File: config.mk
export PLATFORM = sky130hd
export DESIGN_NAME = pll_pwr_ctrl
export DESIGN_NICKNAME = d
export VERILOG_FILES = /design/src/rtl/pll_ctrl_pkg.sv /design/src/rtl/pll_state_fsm.sv /design/src/rtl/pll_settle_cnt.sv /design/src/rtl/pll_div_field.sv /design/src/rtl/pll_pwr_ctrl.sv
export SDC_FILE = /design/constraint.sdc
export NUM_CORES = 1
export LEC_CHECK = 0
export ABC_AREA = 1
export BUFFER_PORTS_ARGS = -buffer_cell sky130_fd_sc_hd__buf_2
export CAP_MARGIN = 20
export CORE_UTILIZATION = 30
export DETAILED_ROUTE_END_ITERATION = 8
export GPL_TIMING_DRIVEN = 0
export MAX_ROUTING_LAYER = met4
export SLEW_MARGIN = 20
export SYNTH_ARGS = -nofsm -noshare
export SYNTH_HDL_FRONTEND = slang
export SYNTH_SLANG_ARGS = --single-unit
File: constraint.sdc
create_clock -name clk -period 1.3 [get_ports clk]
set_input_delay 0.195 -clock clk [delete_from_list [all_inputs] [get_ports clk]]
set_output_delay 0.195 -clock clk [all_outputs]
set_load 0.05 [all_outputs]
File: src/rtl/pll_ctrl_pkg.sv
package pll_ctrl_pkg;

  typedef enum logic [1:0] {
    PWR_OFF  = 2'd0,
    PWR_STBY = 2'd1,
    PWR_ON   = 2'd2
  } pwr_state_e;

  // field permission mask bits: [0] bus clock, [1] core clock, [2] peripheral clock
  localparam logic [2:0] FLD_STC = 3'b001;
  localparam logic [2:0] FLD_IFC = 3'b010;
  localparam logic [2:0] FLD_PFC = 3'b100;
  localparam logic [2:0] FLD_ALL = 3'b111;

endpackage

File: src/rtl/pll_state_fsm.sv
module pll_state_fsm
  import pll_ctrl_pkg::*;
(
  input  logic       clk,
  input  logic       rst_n,
  input  logic       wr_acc,
  input  logic       wr_pll_en,
  input  logic       wr_pll_stby,
  output pwr_state_e state_q,
  output logic [2:0] fld_allow,
  output logic       enter_on
);

  pwr_state_e tgt;
  pwr_state_e state_d;

  always_comb begin
    if (wr_pll_en) begin
      tgt = (state_q == PWR_OFF && !wr_pll_stby) ? PWR_OFF : PWR_ON;
    end else begin
      tgt = wr_pll_stby ? PWR_STBY : PWR_OFF;
    end

    if (tgt == state_q) begin
      fld_allow = FLD_ALL;
    end else if (tgt != PWR_ON && state_q != PWR_ON) begin
      fld_allow = FLD_STC;
    end else if (tgt == PWR_OFF || state_q == PWR_OFF) begin
      fld_allow = FLD_ALL;
    end else begin
      fld_allow = FLD_IFC | FLD_PFC;
    end

    enter_on = wr_acc && (tgt == PWR_ON) && (state_q != PWR_ON);
    state_d  = wr_acc ? tgt : state_q;
  end

  always_ff @(posedge clk or negedge rst_n) begin
    if (!rst_n) state_q <= PWR_OFF;
    else        state_q <= state_d;
  end


  off_on_path_chk: assert property (@(posedge clk) disable iff (!rst_n)
    ($past(state_q) == PWR_OFF && state_q == PWR_ON) |-> $past(wr_pll_stby) && $past(wr_pll_en));


  no_change_idle_chk: assert property (@(posedge clk) disable iff (!rst_n)
    !wr_acc |=> $stable(state_q));

endmodule

File: src/rtl/pll_settle_cnt.sv
module pll_settle_cnt #(
  parameter int CNT_W = 8
) (
  input  logic             clk,
  input  logic             rst_n,
  input  logic             start,
  input  logic [CNT_W-1:0] start_val,
  output logic             busy,
  output logic             overflow
);

  localparam logic [CNT_W-1:0] CNT_MAX = {CNT_W{1'b1}};

  logic [CNT_W-1:0] cnt_q, cnt_d;
  logic             busy_q, busy_d;

  always_comb begin
    overflow = busy_q && (cnt_q == CNT_MAX);
    cnt_d    = cnt_q;
    busy_d   = busy_q;
    if (start) begin
      cnt_d  = start_val;
      busy_d = 1'b1;
    end else if (overflow) begin
      busy_d = 1'b0;
    end else if (busy_q) begin
      cnt_d  = cnt_q + 1'b1;
    end
  end

  always_ff @(posedge clk or negedge rst_n) begin
    if (!rst_n) begin
      cnt_q  <= '0;
      busy_q <= 1'b0;
    end else begin
      cnt_q  <= cnt_d;
      busy_q <= busy_d;
    end
  end

  assign busy = busy_q;


  settle_step_chk: assert property (@(posedge clk) disable iff (!rst_n)
    (busy_q && !overflow) |=> busy_q && (cnt_q == $past(cnt_q) + 1'b1));

endmodule

File: src/rtl/pll_div_field.sv
module pll_div_field #(
  parameter int           W   = 3,
  parameter logic [W-1:0] RST = '0
) (
  input  logic         clk,
  input  logic         rst_n,
  input  logic         wr_acc,
  input  logic         allow,
  input  logic [W-1:0] wr_val,
  input  logic         commit_go,
  output logic [W-1:0] commit_val,
  output logic         viol
);

  logic [W-1:0] stage_q, stage_d;
  logic [W-1:0] commit_q, commit_d;
  logic         stage_en;

  always_comb begin
    stage_en = wr_acc && allow;
    stage_d  = stage_en ? wr_val : stage_q;
    commit_d = commit_go ? stage_q : commit_q;
    viol     = wr_acc && !allow && (wr_val != stage_q);
  end

  always_ff @(posedge clk or negedge rst_n) begin
    if (!rst_n) begin
      stage_q  <= RST;
      commit_q <= RST;
    end else begin
      stage_q  <= stage_d;
      commit_q <= commit_d;
    end
  end

  assign commit_val = commit_q;


  blocked_hold_chk: assert property (@(posedge clk) disable iff (!rst_n)
    (wr_acc && !allow) |=> $stable(stage_q));


  commit_quiet_chk: assert property (@(posedge clk) disable iff (!rst_n)
    !commit_go |=> $stable(commit_q));

endmodule

File: src/rtl/pll_pwr_ctrl.sv
module pll_pwr_ctrl
  import pll_ctrl_pkg::*;
#(
  parameter int               STC_W   = 3,
  parameter int               IFC_W   = 3,
  parameter int               PFC_W   = 3,
  parameter int               CNT_W   = 8,
  parameter logic [STC_W-1:0] STC_RST = 3'd0,
  parameter logic [IFC_W-1:0] IFC_RST = 3'd1,
  parameter logic [PFC_W-1:0] PFC_RST = 3'd2
) (
  input  logic             clk,
  input  logic             rst_n,
  input  logic [2:0]       clk_mode,
  input  logic             wr_en,
  input  logic             wr_pll_en,
  input  logic             wr_pll_stby,
  input  logic [STC_W-1:0] wr_stc,
  input  logic [IFC_W-1:0] wr_ifc,
  input  logic [PFC_W-1:0] wr_pfc,
  input  logic             wr_ckout_en,
  input  logic [CNT_W-1:0] wr_settle_start,
  output logic [1:0]       pwr_state,
  output logic             ckout_en,
  output logic             stby_ok,
  output logic             busy,
  output logic             commit_stb,
  output logic [STC_W-1:0] commit_stc,
  output logic [IFC_W-1:0] commit_ifc,
  output logic [PFC_W-1:0] commit_pfc,
  output logic             field_err
);

  localparam logic [2:0] MODE_LOCK_A = 3'd3;
  localparam logic [2:0] MODE_LOCK_B = 3'd4;

  // reset: asserted at once, released through two flops
  logic [1:0] rst_sync_q;
  logic       rst_s;

  always_ff @(posedge clk or negedge rst_n) begin
    if (!rst_n) rst_sync_q <= 2'b00;
    else        rst_sync_q <= {rst_sync_q[0], 1'b1};
  end
  assign rst_s = rst_sync_q[1];

  pwr_state_e state_q;
  logic [2:0] fld_allow;
  logic       enter_on;
  logic       wr_acc;
  logic       overflow;
  logic [2:0] viol;

  assign wr_acc = wr_en && !busy;

  pll_state_fsm u_fsm (
    .clk         (clk),
    .rst_n       (rst_s),
    .wr_acc      (wr_acc),
    .wr_pll_en   (wr_pll_en),
    .wr_pll_stby (wr_pll_stby),
    .state_q     (state_q),
    .fld_allow   (fld_allow),
    .enter_on    (enter_on)
  );

  pll_settle_cnt #(.CNT_W(CNT_W)) u_cnt (
    .clk       (clk),
    .rst_n     (rst_s),
    .start     (enter_on),
    .start_val (wr_settle_start),
    .busy      (busy),
    .overflow  (overflow)
  );

  // commit sequencing, clock-pin enable and error flag
  logic imm_q, imm_d;
  logic stb_q, stb_d;
  logic ck_q, ck_d;
  logic err_q, err_d;
  logic commit_go;

  always_comb begin
    commit_go = imm_q || overflow;
    imm_d     = wr_acc && !enter_on;
    stb_d     = commit_go;
    ck_d      = wr_acc ? wr_ckout_en : ck_q;
    err_d     = err_q || (|viol);
  end

  always_ff @(posedge clk or negedge rst_s) begin
    if (!rst_s) begin
      imm_q <= 1'b0;
      stb_q <= 1'b0;
      ck_q  <= 1'b1;
      err_q <= 1'b0;
    end else begin
      imm_q <= imm_d;
      stb_q <= stb_d;
      ck_q  <= ck_d;
      err_q <= err_d;
    end
  end

  pll_div_field #(.W(STC_W), .RST(STC_RST)) u_stc (
    .clk (clk), .rst_n (rst_s), .wr_acc (wr_acc), .allow (fld_allow[0]),
    .wr_val (wr_stc), .commit_go (commit_go), .commit_val (commit_stc), .viol (viol[0])
  );

  pll_div_field #(.W(IFC_W), .RST(IFC_RST)) u_ifc (
    .clk (clk), .rst_n (rst_s), .wr_acc (wr_acc), .allow (fld_allow[1]),
    .wr_val (wr_ifc), .commit_go (commit_go), .commit_val (commit_ifc), .viol (viol[1])
  );

  pll_div_field #(.W(PFC_W), .RST(PFC_RST)) u_pfc (
    .clk (clk), .rst_n (rst_s), .wr_acc (wr_acc), .allow (fld_allow[2]),
    .wr_val (wr_pfc), .commit_go (commit_go), .commit_val (commit_pfc), .viol (viol[2])
  );

  assign pwr_state  = state_q;
  assign ckout_en   = ck_q;
  assign commit_stb = stb_q;
  assign field_err  = err_q;
  assign stby_ok    = !((clk_mode == MODE_LOCK_A) || (clk_mode == MODE_LOCK_B))
                      || (state_q == PWR_OFF);


  busy_fall_chk: assert property (@(posedge clk) disable iff (!rst_s)
    $fell(busy) |-> commit_stb);


  busy_entry_chk: assert property (@(posedge clk) disable iff (!rst_s)
    $rose(busy) |-> (state_q == PWR_ON));


  busy_reject_chk: assert property (@(posedge clk) disable iff (!rst_s)
    (wr_en && busy) |=> $stable(state_q) && $stable(ck_q));


  err_sticky_chk: assert property (@(posedge clk) disable iff (!rst_s)
    err_q |=> err_q);

endmodule

After elaboration in Yosys (flattened, before gate mapping)
Index checks and enable logic that the tools add are counted.
Operators by class
  $add $sub $neg: 1
  eq/ne operators: 11
  mux-type cells: 11
  reduce and logical (&&, ||, !) cells: 34
Operators with widths (number)
  $mux W8: 3
  $logic_and A1 B1 Y1: 16
  $ne A3 B3 Y1: 3
  $add A8 B1 Y8 const B: 1
  $eq A8 B8 Y1 const B: 1
  $logic_not A1 Y1: 7
  $mux W3: 2
  $ne A2 B2 Y1 const B: 3
  $logic_or A1 B1 Y1: 5
  $logic_not A2 Y1: 2
  $mux W1: 4
  $mux W2: 2
  $reduce_bool A2 Y1: 2
  $eq A3 B2 Y1 const B: 1
  $eq A3 B3 Y1 const B: 1
  $reduce_or A3 Y1: 1
  $eq A2 B2 Y1: 1
  $eq A2 B2 Y1 const B: 1
  $reduce_and A2 Y1: 1
Storage, ports and cells
  bits in registers: 35
  bits of input ports: 26
  output and inout bits: 16
  word-level logic and storage cells: 71

Longest topological paths before layout
  word-level depth: 14
  depth in mapped cells: 9
  gate-level depth less buffers: 8

Modules after synthesis
A second synthesis with hierarchy kept.
Second synthesis, totals
  cell total of the unflattened synthesis: 258
  area total of the unflattened synthesis: 1856.8 sq um
By module, submodules not included
  pll_settle_cnt: instances 1, cells each 90, area each 621.8 sq um, sequential area each 225.2 sq um
  pll_div_field at u_ifc ...: instances 2, cells each 39, area each 285.3 sq um, sequential area each 152.6 sq um
  pll_div_field at u_stc: instances 1, cells each 39, area each 282.8 sq um, sequential area each 150.1 sq um
  pll_pwr_ctrl: instances 1, cells each 24, area each 229.0 sq um, sequential area each 151.4 sq um
  pll_state_fsm: instances 1, cells each 27, area each 152.6 sq um, sequential area each 50.0 sq um

Worst setup path after synthesis
No wires, ideal clock.
  path type: reg-to-reg
  from: register u_cnt.busy_q (netlist: u_cnt.busy)
  to: register u_cnt.cnt_q[1]
  library setup time: 0.117 ns
  data arrival time: 1.406 ns
  required time: 1.183 ns
  path slack: -0.223 ns
  stages on the path, launching flop included: 10
  path buffers: 1
  clock period less this slack: 1.523 ns
  path through: dfrtp_1 > inv_2 > nand2_4 > nor2_8 > nand2_8 > buf_8 > nand2_2 > nand2_1 > nand2_1 > nand2_1
Between the ends
  longest elaborated chain between the ends: 6
  elaborated cells between the ends (all ways): 9
  those cells by class: eq/ne: 1; mux: 1; reduce/logical: 7
RTL lines
  start, declared: line pll_settle_cnt.sv:15  | logic busy_q, busy_d;
  start signal, assigned: line pll_settle_cnt.sv:37  | busy_q <= busy_d;
  $logic_not A1 Y1: line pll_pwr_ctrl.sv:54  | assign wr_acc = wr_en && !busy;
  $logic_and A1 B1 Y1: line pll_pwr_ctrl.sv:54
  $logic_and A1 B1 Y1 (2 in series): line pll_state_fsm.sv:34  | enter_on = wr_acc && (tgt == PWR_ON) && (state_q != PWR_ON);
  $ne A2 B2 Y1 (no source line) / $reduce_bool A2 Y1 (equally long branches)
  $reduce_and A2 Y1 (no source line)
  end signal, assigned: line pll_settle_cnt.sv:36  | cnt_q <= cnt_d;
  end, declared: line pll_settle_cnt.sv:14  | logic [CNT_W-1:0] cnt_q, cnt_d;
Parallel ways exist; a longest one is shown, timed or not.
A chain may end at the register's enable or synchronous reset.

Worst setup path in the final report
  from: register u_cnt.cnt_q[0]
  to: register u_cnt.cnt_q[2]
Between the ends
  longest elaborated chain between the ends: 4
  elaborated cells between the ends (all ways): 8
  those cells by class: add/sub: 1; eq/ne: 2; mux: 3; reduce/logical: 2
RTL lines (line)
  $add A8 B1 Y8 / $eq A8 B8 Y1 (equally long branches): pll_settle_cnt.sv:27, pll_settle_cnt.sv:18
  $mux W8 / $logic_and A1 B1 Y1 (equally long branches): pll_settle_cnt.sv:26, pll_settle_cnt.sv:18
  $mux W8 / $ne A2 B2 Y1 (equally long branches)
  $mux W8 / $reduce_and A2 Y1 (equally long branches)
Parallel ways exist; a longest one is shown, timed or not. The select of a mux whose other input is x is not followed.

==> impl_metrics.csv <==
group,metric,value,unit
floorplanning,start_util,31.7,%
place,place.gp.congestion,0.783,
clock_tree,root_buffer,"clkbuf_8",
clock_tree,cts_buffer_depth,2,
route,drtPass1Iterations,4,
synthesis,syn_nets,261,
clock_tree,insertion_delay,0.29,ns
critical_path,crit_top_cell,"nand2_4",
place,placed_area,2240,sq um
synthesis,netlist_instances,234,
clock_tree,htree_levels,2,
critical_path,r2r_cells,8,
route,top_layer,"met4",
route,met1_length,2270,um
synthesis,syn_area,1910,sq um
sta,rsz0062_at_grt,"true",
sta,finalCritPeriodShare,110,%
critical_path,crit_slowest_cell,"dfrtp_1",
synthesis,synth-seq-cells,35,
route,met3_length,134,um
synthesis,yosysWarnings,0,
route,vias,1804,
grt,grt_pass1_wl,7950,um
critical_path,worstSetupStartpointType,"flop",
critical_path,crit_end,"u_cnt.cnt_q[2]",
floorplanning,boundaryPins,42,
sta,whs,0.0966,ns
route,drt-total-wl,5060,um
clock_tree,numCtsBuffers,5,
critical_path,critPathMaxFanout,4,
run_status,status,"finished with violations",
run,maxCapViolCount,0,
floorplanning,fp.dieW,81.8,um
floorplanning,design.core.area,6030,sq um
sta,worst_slack,-0.133,ns
critical_path,arrival,1.67,ns
floorplanning,fp-row-count,28,
place,port_buffers,41,
critical_path,r2r-end,"u_cnt.cnt_q[2]",
cells_and_area,fillers,600,
grt,antenna_found_initial,0,
route,route.detailed.drc,0,
floorplanning,die_area,6700,sq um
cells_and_area,final_nets,331,
synthesis,avgSynthCellArea,8.17,sq um
critical_path,crit_chain,"ha_4, nand2_4, nor2_4, nand3_2, nand2_4, buf_12, nand3_1, nand2_1",
cells_and_area,seqCellArea,888,sq um
synthesis,synth_cell_types,30,
sta,drv_slew,0,
critical_path,cp.required,1.54,ns
critical_path,crit_cells,8,
power_and_ir_drop,leakagePower,0.00139,uW
grt,grt_max_degree,20,
cells_and_area,final_cell_area,2700,sq um
sta,setup_viol,20,
clock_tree,cts_sinks,35,
route,drt_iter0_drc,106,
cells_and_area,syn_to_final_growth,41.0,%
clock_tree,cts_tree,"done",
critical_path,max_stage_delay,0.40,ns
cells_and_area,multiInputGateArea,1090,sq um
grt,gr-total-overflow,0,
grt,grt_use_total,16.5,%
route,dr_wl_met2,2520,um
power_and_ir_drop,ir_drop,351,uV
place,dp_hpwl,3160,um
synthesis,synth_seq_area_share,46.1,%
critical_path,end_kind,"flop",
critical_path,r2r_start,"u_cnt.cnt_q[0]",
critical_path,path_buf_inv,1,
hold_path,hp-class,"in -> reg",
floorplanning,die_h,81.8,um
grt,grt_pass1_vias,1683,
critical_path,cpLargestDelayFamily,"simple AND/OR/NAND/NOR gates",
critical_path,reg2reg_setup_slack,-0.13,ns
run_status,violations,"setup timing",
route,viasPerCell,4.75,
critical_path,path_class,"reg -> reg",
power_and_ir_drop,p_per_area,791,nW/um^2
place,pre_cts_ws,-0.153,ns
sta,finClkSkew,0.00822,ns
sta,layout_min_cycle_time,1.43,ns
clock_tree,clkTransAtPathRegs,0.08,ns
sta,hold_viol_final,0,
route,wl_per_cell,13.3,um
cells_and_area,antenna_cells,0,
route,postRouteAntennaNets,0,
critical_path,startpoint,"u_cnt.cnt_q[0]",
cells_and_area,drive_gt1_share,41.6,%
sta,fmax,698,MHz
==> cells in the mapped netlist <==
| library cell | count | area [sq um] |
|---|---|---|
| nor2_1 | 9 | 33.8 |
| xor2_1 | 2 | 17.5 |
| buf_6 | 1 | 11.3 |
| inv_2 | 3 | 11.3 |
| dfrtp_1 | 30 | 751 |
| nand4_4 | 1 | 21.3 |
| xnor2_1 | 3 | 26.3 |
| nand2_8 | 1 | 20.0 |
| or2_2 | 1 | 6.26 |
| o21ai_1 | 1 | 5.00 |
| nand3b_1 | 1 | 7.51 |
| nor2_4 | 1 | 11.3 |
| buf_8 | 1 | 15.0 |
| o21ai_4 | 1 | 16.3 |
| nand2_2 | 3 | 18.8 |
| nor2_8 | 1 | 20.0 |
| ha_1 | 1 | 12.5 |
| o21bai_1 | 3 | 22.5 |
| nand3_4 | 1 | 17.5 |
| nand2_1 | 81 | 304 |
| a21oi_1 | 2 | 10.0 |
| nand4_1 | 1 | 6.26 |
| nand3_1 | 42 | 210 |
| inv_1 | 19 | 71.3 |
| nand2_4 | 5 | 56.3 |
| o21ai_0 | 10 | 50.1 |
| conb_1 | 1 | 3.75 |
| clkinv_1 | 1 | 3.75 |
| nand3_2 | 2 | 20.0 |
| dfstp_2 | 5 | 131 |
==> registers in the layout, indices dropped and copies added, names as in the netlist <==
name / count
u_cnt.cnt_q: 8
u_ifc.commit_val: 3
u_ifc.stage_q: 3
u_pfc.commit_val: 3
u_pfc.stage_q: 3
u_stc.commit_val: 3
u_stc.stage_q: 3
rst_sync_q: 2
u_fsm.state_q: 2
ckout_en: 1
commit_stb: 1
field_err: 1
imm_q: 1
u_cnt.busy: 1
==> stage by stage <==
stage / TNS [ns] / power (uW) / utilization [%] / std cells
6_report: -1.35 / 2130 / 44.7 / 380
5_1_grt: -2.98 / 2220 / 44.7 / 380
4_1_cts: -0.521 / 2160 / 42.8 / 378
3_5_place_dp: -2.63 / 1240 / 37.2 / 351
3_3_place_gp: -9.73 / 1230 / 36.8 / 350
2_1_floorplan: -0.541 / 1170 / - / 234
==> area by class of cell <==
cell class | count | area share (%)
buffer | 2 | 0.975
clock buffer | 7 | 3.57
clock inverter | 1 | 0.279
inverter | 23 | 3.30
multi-input combinational | 178 | 40.6
sequential | 35 | 33.0
tap | 75 | 3.48
timing repair buffer | 59 | 14.8
==> cell usage in the layout, fill, tap and decap left out, types with 3 or more instances in the layout <==
master,instances
nand2_1,65
buf_2,38
nand3_1,36
dfrtp_1,25
inv_1,19
nand2_2,16
buf_4,15
nand2_4,9
nor2_1,9
nand3_2,8
o21ai_0,7
clkbuf_8,7
dfstp_2,5
dfrtp_2,5
xnor2_1,3
nand2_8,3
o21bai_1,3
==> layer usage <==
| layer | global-route usage, % | vias to the layer above |
|---|---|---|
| li1 | - | 899 |
| met5 | - | - |
| met4 | 8.25 | 0 |
| met3 | 2.11 | 13 |
| met1 | 21.1 | 855 |
| met2 | 25.7 | 37 |
==> cell families (layout without fill, tap and decap cells) <==
group	Yosys count	after routing	share of synthesized area [%]
simple gates	150	154	39.4
flops	35	35	46.1
buf+inv	25	92	5.89
compound gates	17	17	5.43
xor+xnor	5	5	2.29
fa+ha+maj	1	1	0.654
other cells	1	1	0.196
==> power breakdown <==
part,internal (uW),switching (uW)
clock,483,421
sequential,1090,10.6
combinational,57.8,68.6
==> worst min-delay path by stage <==
| stage | start | end | slack (ns) | cells after the start |
|---|---|---|---|---|
| 2_1_floorplan | rst_n | rst_sync_q[0] | -0.10 | 0 |
| 3_3_place_gp | rst_n | rst_sync_q[0] | -0.02 | 1 |
| 3_5_place_dp | rst_n | rst_sync_q[0] | -0.02 | 1 |
| 4_1_cts | wr_ckout_en | ckout_en | 0.09 | 3 |
| 5_1_grt | wr_ckout_en | ckout_en | 0.12 | 3 |
| 6_report | wr_ckout_en | ckout_en | 0.1 | 3 |
==> worst min-delay path, stage by stage <==
cell     delay, ns
buf_2         0.09
nand2_1       0.05
nand2_1       0.04
==> what timing repair did <==
| item | in CTS | in global routing |
|---|---|---|
| setup buffers | 15 | 1 |
| pin swaps | 16 | 9 |
| resized for setup | 11 | 31 |
| hold endpoints to repair | 2 | 0 |
| cloned | 3 | 1 |
| hold buffers | 1 | 0 |
| endpoints found under the setup margin | 27 | 30 |
(Power assumes the default switching activity.)
